**config.mk**
```make
export PLATFORM = sky130hd
export DESIGN_NAME = pll_divider_pfd
export DESIGN_NICKNAME = d
export VERILOG_FILES = /design/src/rtl/pll_divider_pfd_pkg.sv /design/src/rtl/pll_main_div.sv /design/src/rtl/pll_ref_div.sv /design/src/rtl/pll_pfd.sv /design/src/rtl/pll_divider_pfd.sv
export SDC_FILE = /design/constraint.sdc
export NUM_CORES = 1
export LEC_CHECK = 0
export BUFFER_PORTS_ARGS = -buffer_cell sky130_fd_sc_hd__buf_2
export CORE_MARGIN = 8
export CORE_UTILIZATION = 50
export DETAILED_ROUTE_END_ITERATION = 10
export HOLD_SLACK_MARGIN = 0.02
export PLACE_DENSITY = 0.81
export REMOVE_ABC_BUFFERS = 1
export SLEW_MARGIN = 10
export SYNTH_ARGS = -nofsm -noshare
export SYNTH_HDL_FRONTEND = slang
export SYNTH_SLANG_ARGS = --single-unit
```
**constraint.sdc**
```tcl
create_clock -name clk -period 2.4 [get_ports clk]
set_input_delay 0.36 -clock clk [delete_from_list [all_inputs] [get_ports clk]]
set_output_delay 0.36 -clock clk [all_outputs]
set_load 0.03 [all_outputs]
```
**src/rtl/pll_divider_pfd_pkg.sv**
```systemverilog
// Shared types of the divider / phase detector core.
package pll_divider_pfd_pkg;
    // Loop run state: counters held in IDLE, counting in RUN.
    typedef enum logic {
        LOOP_IDLE = 1'b0,
        LOOP_RUN  = 1'b1
    } loop_state_e;
endpackage

```
**src/rtl/pll_main_div.sv**
```systemverilog
// Programmable main counter.
// Divides clk by MAIN_BASE + ratio_q and emits a one-cycle terminal pulse.
// Assumes MAIN_BASE >= 2. The code word is latched while stopped and at
// each wrap, so a running period never mixes two ratios.
module pll_main_div #(
    parameter int CODE_W    = 7,
    parameter int MAIN_BASE = 1024
) (
    input  logic              clk,
    input  logic              rst_n,
    input  logic              running,
    input  logic [CODE_W-1:0] ratio_code,
    output logic              div_pulse
);
    localparam int MAX_RATIO = MAIN_BASE + (1 << CODE_W) - 1;
    localparam int CNT_W     = $clog2(MAX_RATIO);

    logic [CNT_W-1:0]  count;
    logic [CODE_W-1:0] ratio_q;
    logic [CNT_W-1:0]  terminal;

    // Last count value of the current period.
    always_comb begin
        terminal = CNT_W'(MAIN_BASE - 1) + CNT_W'(ratio_q);
    end

    assign div_pulse = running && (count == terminal);

    // Count while running, wrap and reload the ratio at terminal count.
    always_ff @(posedge clk) begin
        if (!rst_n) begin
            count   <= '0;
            ratio_q <= '0;
        end else if (!running) begin
            count   <= '0;
            ratio_q <= ratio_code;
        end else if (div_pulse) begin
            count   <= '0;
            ratio_q <= ratio_code;
        end else begin
            count   <= count + 1'b1;
        end
    end

    // ratio only changes at a wrap while running
    assert_ratio_hold_R9: assert property (@(posedge clk) disable iff (!rst_n)
        (running && !div_pulse) |=> $stable(ratio_q));

    // the counter never runs past its terminal value
    assert_no_overrun_R2: assert property (@(posedge clk) disable iff (!rst_n)
        running |-> (count <= terminal));
endmodule

```
**src/rtl/pll_ref_div.sv**
```systemverilog
// Fixed reference counter.
// Counts ref_tick enables and pulses on every REF_DIV-th one.
// Assumes REF_DIV >= 2; held at zero while the loop is stopped.
module pll_ref_div #(
    parameter int REF_DIV = 8
) (
    input  logic clk,
    input  logic rst_n,
    input  logic running,
    input  logic tick,
    output logic div_pulse
);
    localparam int RW = (REF_DIV > 2) ? $clog2(REF_DIV) : 1;

    logic [RW-1:0] count;

    assign div_pulse = running && tick && (count == RW'(REF_DIV - 1));

    // Advance on each tick, wrap on the last one, clear when stopped.
    always_ff @(posedge clk) begin
        if (!rst_n || !running) begin
            count <= '0;
        end else if (div_pulse) begin
            count <= '0;
        end else if (tick) begin
            count <= count + 1'b1;
        end
    end

    // two reference pulses are never adjacent
    assert_ref_gap_R3: assert property (@(posedge clk) disable iff (!rst_n)
        div_pulse |=> !div_pulse);
endmodule

```
**src/rtl/pll_pfd.sv**
```systemverilog
// Three-state phase-frequency detector.
// A reference edge raises up, a main edge raises dn; when both are pending,
// both clear. With arm low no new request starts, but a pending one still
// ends on its closing edge. Cleared while the loop is stopped.
module pll_pfd (
    input  logic clk,
    input  logic rst_n,
    input  logic running,
    input  logic arm,
    input  logic ref_edge,
    input  logic main_edge,
    output logic up,
    output logic dn
);
    logic up_set, dn_set, up_nxt, dn_nxt;

    // Next request state from the current one and the incoming edges.
    always_comb begin
        up_set = up || ref_edge;
        dn_set = dn || main_edge;
        if (up_set && dn_set) begin
            up_nxt = 1'b0;
            dn_nxt = 1'b0;
        end else begin
            up_nxt = up_set && (up || arm);
            dn_nxt = dn_set && (dn || arm);
        end
    end

    // Register the requests; clear them while stopped.
    always_ff @(posedge clk) begin
        if (!rst_n || !running) begin
            up <= 1'b0;
            dn <= 1'b0;
        end else begin
            up <= up_nxt;
            dn <= dn_nxt;
        end
    end

    // a lone reference edge while armed opens a source request
    assert_up_open_R4: assert property (@(posedge clk) disable iff (!rst_n)
        (running && arm && ref_edge && !main_edge && !dn) |=> up);

    // a lone main edge while armed opens a sink request
    assert_dn_open_R5: assert property (@(posedge clk) disable iff (!rst_n)
        (running && arm && main_edge && !ref_edge && !up) |=> dn);

    // requests are mutually exclusive
    assert_exclusive_R6: assert property (@(posedge clk) disable iff (!rst_n)
        !(up && dn));

    // the closing edge of a source request ends it
    assert_up_close_R6: assert property (@(posedge clk) disable iff (!rst_n)
        (up && main_edge) |=> !up && !dn);
endmodule

```
**src/rtl/pll_divider_pfd.sv**
```systemverilog
// Synchronized divider and phase detector top.
// Runs both counters and the detector while enabled, restarts them together
// from zero on enable, and delays stopping until no request is pending.
// Assumes ref_tick is a one-cycle enable already in the clk domain.
module pll_divider_pfd
    import pll_divider_pfd_pkg::*;
#(
    parameter int CODE_W    = 7,
    parameter int MAIN_BASE = 1024,
    parameter int REF_DIV   = 8
) (
    input  logic              clk,
    input  logic              rst_n,
    input  logic              ref_tick,
    input  logic              loop_en,
    input  logic [CODE_W-1:0] ratio_code,
    output logic              pump_up,
    output logic              pump_dn,
    output logic              main_pulse,
    output logic              ref_pulse,
    output logic              loop_active
);
    loop_state_e state, state_nxt;
    logic        running;

    assign running     = (state == LOOP_RUN);
    assign loop_active = running;

    // Start on enable; stop only once enable is low and no request pends.
    always_comb begin
        state_nxt = state;
        if (state == LOOP_IDLE) begin
            if (loop_en) state_nxt = LOOP_RUN;
        end else if (!loop_en && !pump_up && !pump_dn) begin
            state_nxt = LOOP_IDLE;
        end
    end

    // Run-state register.
    always_ff @(posedge clk) begin
        if (!rst_n) state <= LOOP_IDLE;
        else        state <= state_nxt;
    end

    pll_main_div #(
        .CODE_W    (CODE_W),
        .MAIN_BASE (MAIN_BASE)
    ) u_main_div (
        .clk        (clk),
        .rst_n      (rst_n),
        .running    (running),
        .ratio_code (ratio_code),
        .div_pulse  (main_pulse)
    );

    pll_ref_div #(
        .REF_DIV (REF_DIV)
    ) u_ref_div (
        .clk       (clk),
        .rst_n     (rst_n),
        .running   (running),
        .tick      (ref_tick),
        .div_pulse (ref_pulse)
    );

    pll_pfd u_pfd (
        .clk       (clk),
        .rst_n     (rst_n),
        .running   (running),
        .arm       (loop_en),
        .ref_edge  (ref_pulse),
        .main_edge (main_pulse),
        .up        (pump_up),
        .dn        (pump_dn)
    );

    // a pending request keeps the loop alive after enable drops
    assert_drain_R8: assert property (@(posedge clk) disable iff (!rst_n)
        (loop_active && !loop_en && (pump_up || pump_dn)) |=> loop_active);

    // nothing toggles while stopped
    assert_idle_quiet_R10: assert property (@(posedge clk) disable iff (!rst_n)
        !loop_active |-> !pump_up && !pump_dn && !main_pulse && !ref_pulse);

    // the loop starts with no request pending
    assert_clean_start_R7: assert property (@(posedge clk) disable iff (!rst_n)
        $rose(loop_active) |-> !pump_up && !pump_dn);
endmodule

```
After elaboration in Yosys (flattened, before gate mapping)
Index checks and enable logic that the tools add are counted.
Widths: inputs -> output; s select.
{"block": "classes", "add_sub_neg": 3, "n_eq_ne": 3, "n_bitwise": 2, "reduce_logical": 21, "muxes": 5}
{"op": "$mux 7", "count": 2}
{"op": "$add 10x7->11 const A", "count": 1}
{"op": "$add 11x1->11 const B", "count": 1}
{"op": "$eq 11x11->1", "count": 1}
{"op": "$logic_and 1x1->1", "count": 8}
{"op": "$logic_not 1->1", "count": 5}
{"op": "$logic_or 1x1->1", "count": 5}
{"op": "$reduce_or 2->1", "count": 2}
{"op": "$add 3x1->3 const B", "count": 1}
{"op": "$eq 3x3->1 const B", "count": 1}
{"op": "$mux 1", "count": 3}
{"op": "$reduce_or 3->1", "count": 1}
{"op": "$ne 2x1->1 const B", "count": 1}
{"op": "$not 1->1", "count": 2}
{"block": "word_totals", "in_bits": 11, "output_inout_bits": 5, "word_cells": 40, "reg_bits": 24}

Longest topological paths before layout
{"block": "logic_depth", "ltp_word": 6, "ltp_mapped": 10, "depth_no_buf": 8}

Hierarchy
Synthesis repeated with hierarchy kept, for this count alone.
{"block": "unflattened", "hier_cells": 147, "hier_area_um2": 1323.8}
{"module": "pll_main_div", "cells_each": 120, "seq_area_each_um2": 360.3, "n_inst": 1, "area_each_um2": 1062.3}
{"module": "pll_ref_div", "cells_each": 16, "seq_area_each_um2": 60.1, "n_inst": 1, "area_each_um2": 156.4}
{"module": "pll_pfd", "cells_each": 7, "seq_area_each_um2": 40.0, "n_inst": 1, "area_each_um2": 66.3}
{"module": "pll_divider_pfd", "cells_each": 4, "seq_area_each_um2": 20.0, "n_inst": 1, "area_each_um2": 38.8}

Worst setup path after synthesis
No wires, ideal clock.
{"block": "synth_timing", "path_kind": "register to output", "start": "register u_main_div.ratio_q[0]", "end": "output main_pulse", "stages_incl_launch_ff": 9, "t_arrival_ps": 2138, "path_slack_ps": -98, "path_buffers": 1, "t_required_ps": 2040, "path_cell_list": "dfxtp_1 buf_6 inv_1 ha_1 nand2b_1 or4_1 a211oi_1 o2111ai_2 nor2_1"}
{"block": "synth_between", "elab_chain_cells": 3}
{"element": "start: declaration", "line": "pll_main_div.sv:19", "source": "logic [CODE_W-1:0] ratio_q;"}
{"element": "start signal: assignment", "line": "pll_main_div.sv:36", "source": "ratio_q <= ratio_code;"}
{"element": "start signal: assignment", "line": "pll_main_div.sv:39", "source": "ratio_q <= ratio_code;"}
{"element": "$add 10x7->11", "line": "pll_main_div.sv:24", "source": "terminal = CNT_W'(MAIN_BASE - 1) + CNT_W'(ratio_q);"}
{"element": "$eq 11x11->1", "line": "pll_main_div.sv:27", "source": "assign div_pulse = running && (count == terminal);"}
{"element": "$logic_and 1x1->1", "line": "pll_main_div.sv:27"}
{"element": "end: declaration", "line": "pll_divider_pfd.sv:19", "source": "output logic main_pulse,"}
No other way between the ends.

Worst setup path after layout
{"block": "layout_timing", "start": "register u_main_div.ratio_q[1]", "end": "output main_pulse"}
The elaborated chain is that of the path after synthesis.

==> flow_summary.json <==
{
  "rsz0062_at_grt": "yes",
  "grt_pass1_vias": 1184,
  "ys_ff_latch": 24,
  "cts.sinks": 24,
  "layout-drive-gt1-share": 0.291,
  "path_cells": "or3_4, or4b_4, nand3_2, o2111ai_2, nor2_2, buf_6",
  "maxCapViolCount": 0,
  "antenna_cells": 0,
  "critPathMaxFanout": 4,
  "vias": 1103,
  "placedCellCount": 190,
  "crit_buf_inv": 1,
  "dp_hpwl_um": 1930,
  "p_per_area_mw_per_mm2": 497,
  "critical_path.max_stage_delay_ns": 0.52,
  "synth_area_mm2": 0.00126,
  "start_util": 0.516,
  "clock_skew_ns": 0.00171,
  "critPathSlowestCell": "or4b_4",
  "status": "finished, violations left",
  "slew_headroom": 0.722,
  "drtAntennaViolNets": 0,
  "cp-start-kind": "register",
  "area_growth_pct": 23.0,
  "grt.overflow.total": 0,
  "dr.pass1.iters": 4,
  "tightest_slew_ns": 0.413,
  "ctsLongestPathBuffers": 2,
  "slew_violations": 0,
  "dp_slack_ns": -0.0220,
  "violations": "setup timing",
  "track_usage": 0.139,
  "die_h_um": 66.1,
  "final_nets": 188,
  "ctsHoldBuffers": 0,
  "worstSetupPathType": "register to output port",
  "synthArstFlopShare": 0,
  "finalHoldViolations": 0,
  "layout_commonest_cell": "dfxtp_1",
  "p_leak_nw": 0.614,
  "core_region_area_mm2": 0.00243,
  "cts_buffers": 3,
  "final_cells": 202,
  "dieArea_mm2": 0.00437,
  "synth_edf_count": 0,
  "place_congestion": 0.879,
  "drc": 0,
  "avgSynthCellArea_um2": 8.55,
  "critical_path_required_ns": 2.04,
  "cp.arrival_ns": 2.18,
  "drt-initial-drc-count": 20,
  "rows": 18,
  "end_kind": "output port",
  "fin_crit_ns": 2.54,
  "fin_crit_sh": 1.06,
  "grt_antenna_before_repair": 0,
  "yosysUniqueCellTypes": 33,
  "hold_path_class": "input pin to register",
  "root_buffer": "clkbuf_4",
  "grt_max_degree": 18,
  "ctsHtreeMaxLevel": 1,
  "tritoncts": "yes",
  "power_w": 0.000768,
  "setup_slack_ns": -0.144,
  "clk_latency_ns": 0.32,
  "fin_tns_setup_ns": -0.144,
  "syn_inst": 147,
  "clkTransAtPathRegs_ns": 0.13,
  "fmax_mhz": 393,
  "die_x_um": 66.1,
  "ios": 16,
  "setup_viol": 1,
  "numPortBuffers": 15,
  "grt_pass1_wl_um": 4910,
  "avgRoutedWirePerCell_um": 14.4,
  "synth-seq-area-share": 0.382,
  "yosys_warnings": 0,
  "ys_dominant_reg_cell": "dfxtp_1",
  "hold_slack_ns": 0.257,
  "crit_family": "simple AND/OR/NAND/NOR gates",
  "viasPerCell": 5.46,
  "peakVddDrop_mv": 0.336,
  "wirelength_um": 2900,
  "layout_common_cells": "dfxtp_1 (20), nand2_1 (19), nor2_1 (17)"
}
[report_power, final]
part	internal [W]	switching, W	leakage [nW]
clock network	0.0000929	0.000122	0.0210
registers	0.000408	0.0000136	0.198
logic	0.0000672	0.0000647	0.395
[what timing repair did]
| item | CTS | global route |
|---|---|---|
| setup buffers | 8 | 0 |
| resized for setup | 20 | 4 |
| pin swaps | 9 | 1 |
| endpoints found under the setup margin | 1 | 1 |
[layer usage]
| metal | track usage | routed length [um] | vias to the layer above |
|---|---|---|---|
| li1 | - | - | 547 |
| met1 | 0.143 | 1160 | 521 |
| met2 | 0.250 | 1520 | 27 |
| met3 | 0.0424 | 143 | 8 |
| met4 | 0.0693 | 79 | 0 |
| met5 | 0 | 0 | - |
[final timing paths]
path / startpoint / to / slack, ns / cells after the start
hold / removal: ratio_code[3] / u_main_div.ratio_q[3]$_SDFFE_PN0P_ / 0.26 / 3
hold reg to reg: u_pfd.dn$_SDFF_PP0_ / u_pfd.up$_SDFF_PP0_ / 0.49 / 1
setup / recovery: u_main_div.ratio_q[1]$_SDFFE_PN0P_ / main_pulse / -0.14 / 6
setup reg to reg: u_main_div.ratio_q[0]$_SDFFE_PN0P_ / u_pfd.up$_SDFF_PP0_ / 0.19 / 11
[tightest hold or removal path: stages]
cell and delay, ns:
buf_2 0.10, nand2_1 0.04, mux2i_1 0.05
[kinds of logic (layout without fill, tap and decap cells)]
| kind of cell | after synthesis | in the layout | synth area share |
|---|---|---|---|
| and+or+nand+nor | 67 | 67 | 0.258 |
| DFF | 24 | 24 | 0.382 |
| xor gates and xnor gates | 17 | 17 | 0.119 |
| AOI/OAI and AO/OA | 15 | 15 | 0.0886 |
| buffers and inverters | 12 | 37 | 0.0488 |
| muxes | 8 | 8 | 0.0637 |
| adders and majority gates | 4 | 4 | 0.0398 |
[per-stage QoR]
stage                     cell area (um^2)   util
after floorplan                       1220      -
after global placement                1370  0.564
after detailed placement              1370  0.564
after CTS                             1530  0.629
after global routing                  1550  0.635
final                                 1550  0.635
[Yosys cell counts, types with 3 or more instances]
cell	n	area share
ha_1	4	0.040
dfxtp_1	24	0.38
inv_1	6	0.018
mux2i_1	8	0.064
nand2b_1	3	0.015
nand3_1	8	0.032
nand2_1	19	0.057
clkbuf_1	3	0.0090
xor2_1	6	0.042
nand3b_1	3	0.018
nor3_1	3	0.012
and3_1	4	0.020
a21oi_1	4	0.016
xnor2_1	11	0.077
nor4_1	3	0.015
nor2_1	18	0.054
[sequential cells by signal, indices dropped and copies added (netlist names)]
register and flops:
u_pfd.dn 1, u_ref_div.count 3, loop_active 1, u_pfd.up 1, u_main_div.ratio_q 7, u_main_div.count 11
[final cells by class]
type,instances,area (um^2)
fill,194,887
multi-input combinational,111,769
sequential,24,493
timing repair buffer,27,184
tap,30,37.5
clock buffer,4,36.3
inverter,6,25.0
No activity file was read; power rests on OpenSTA's default activity.
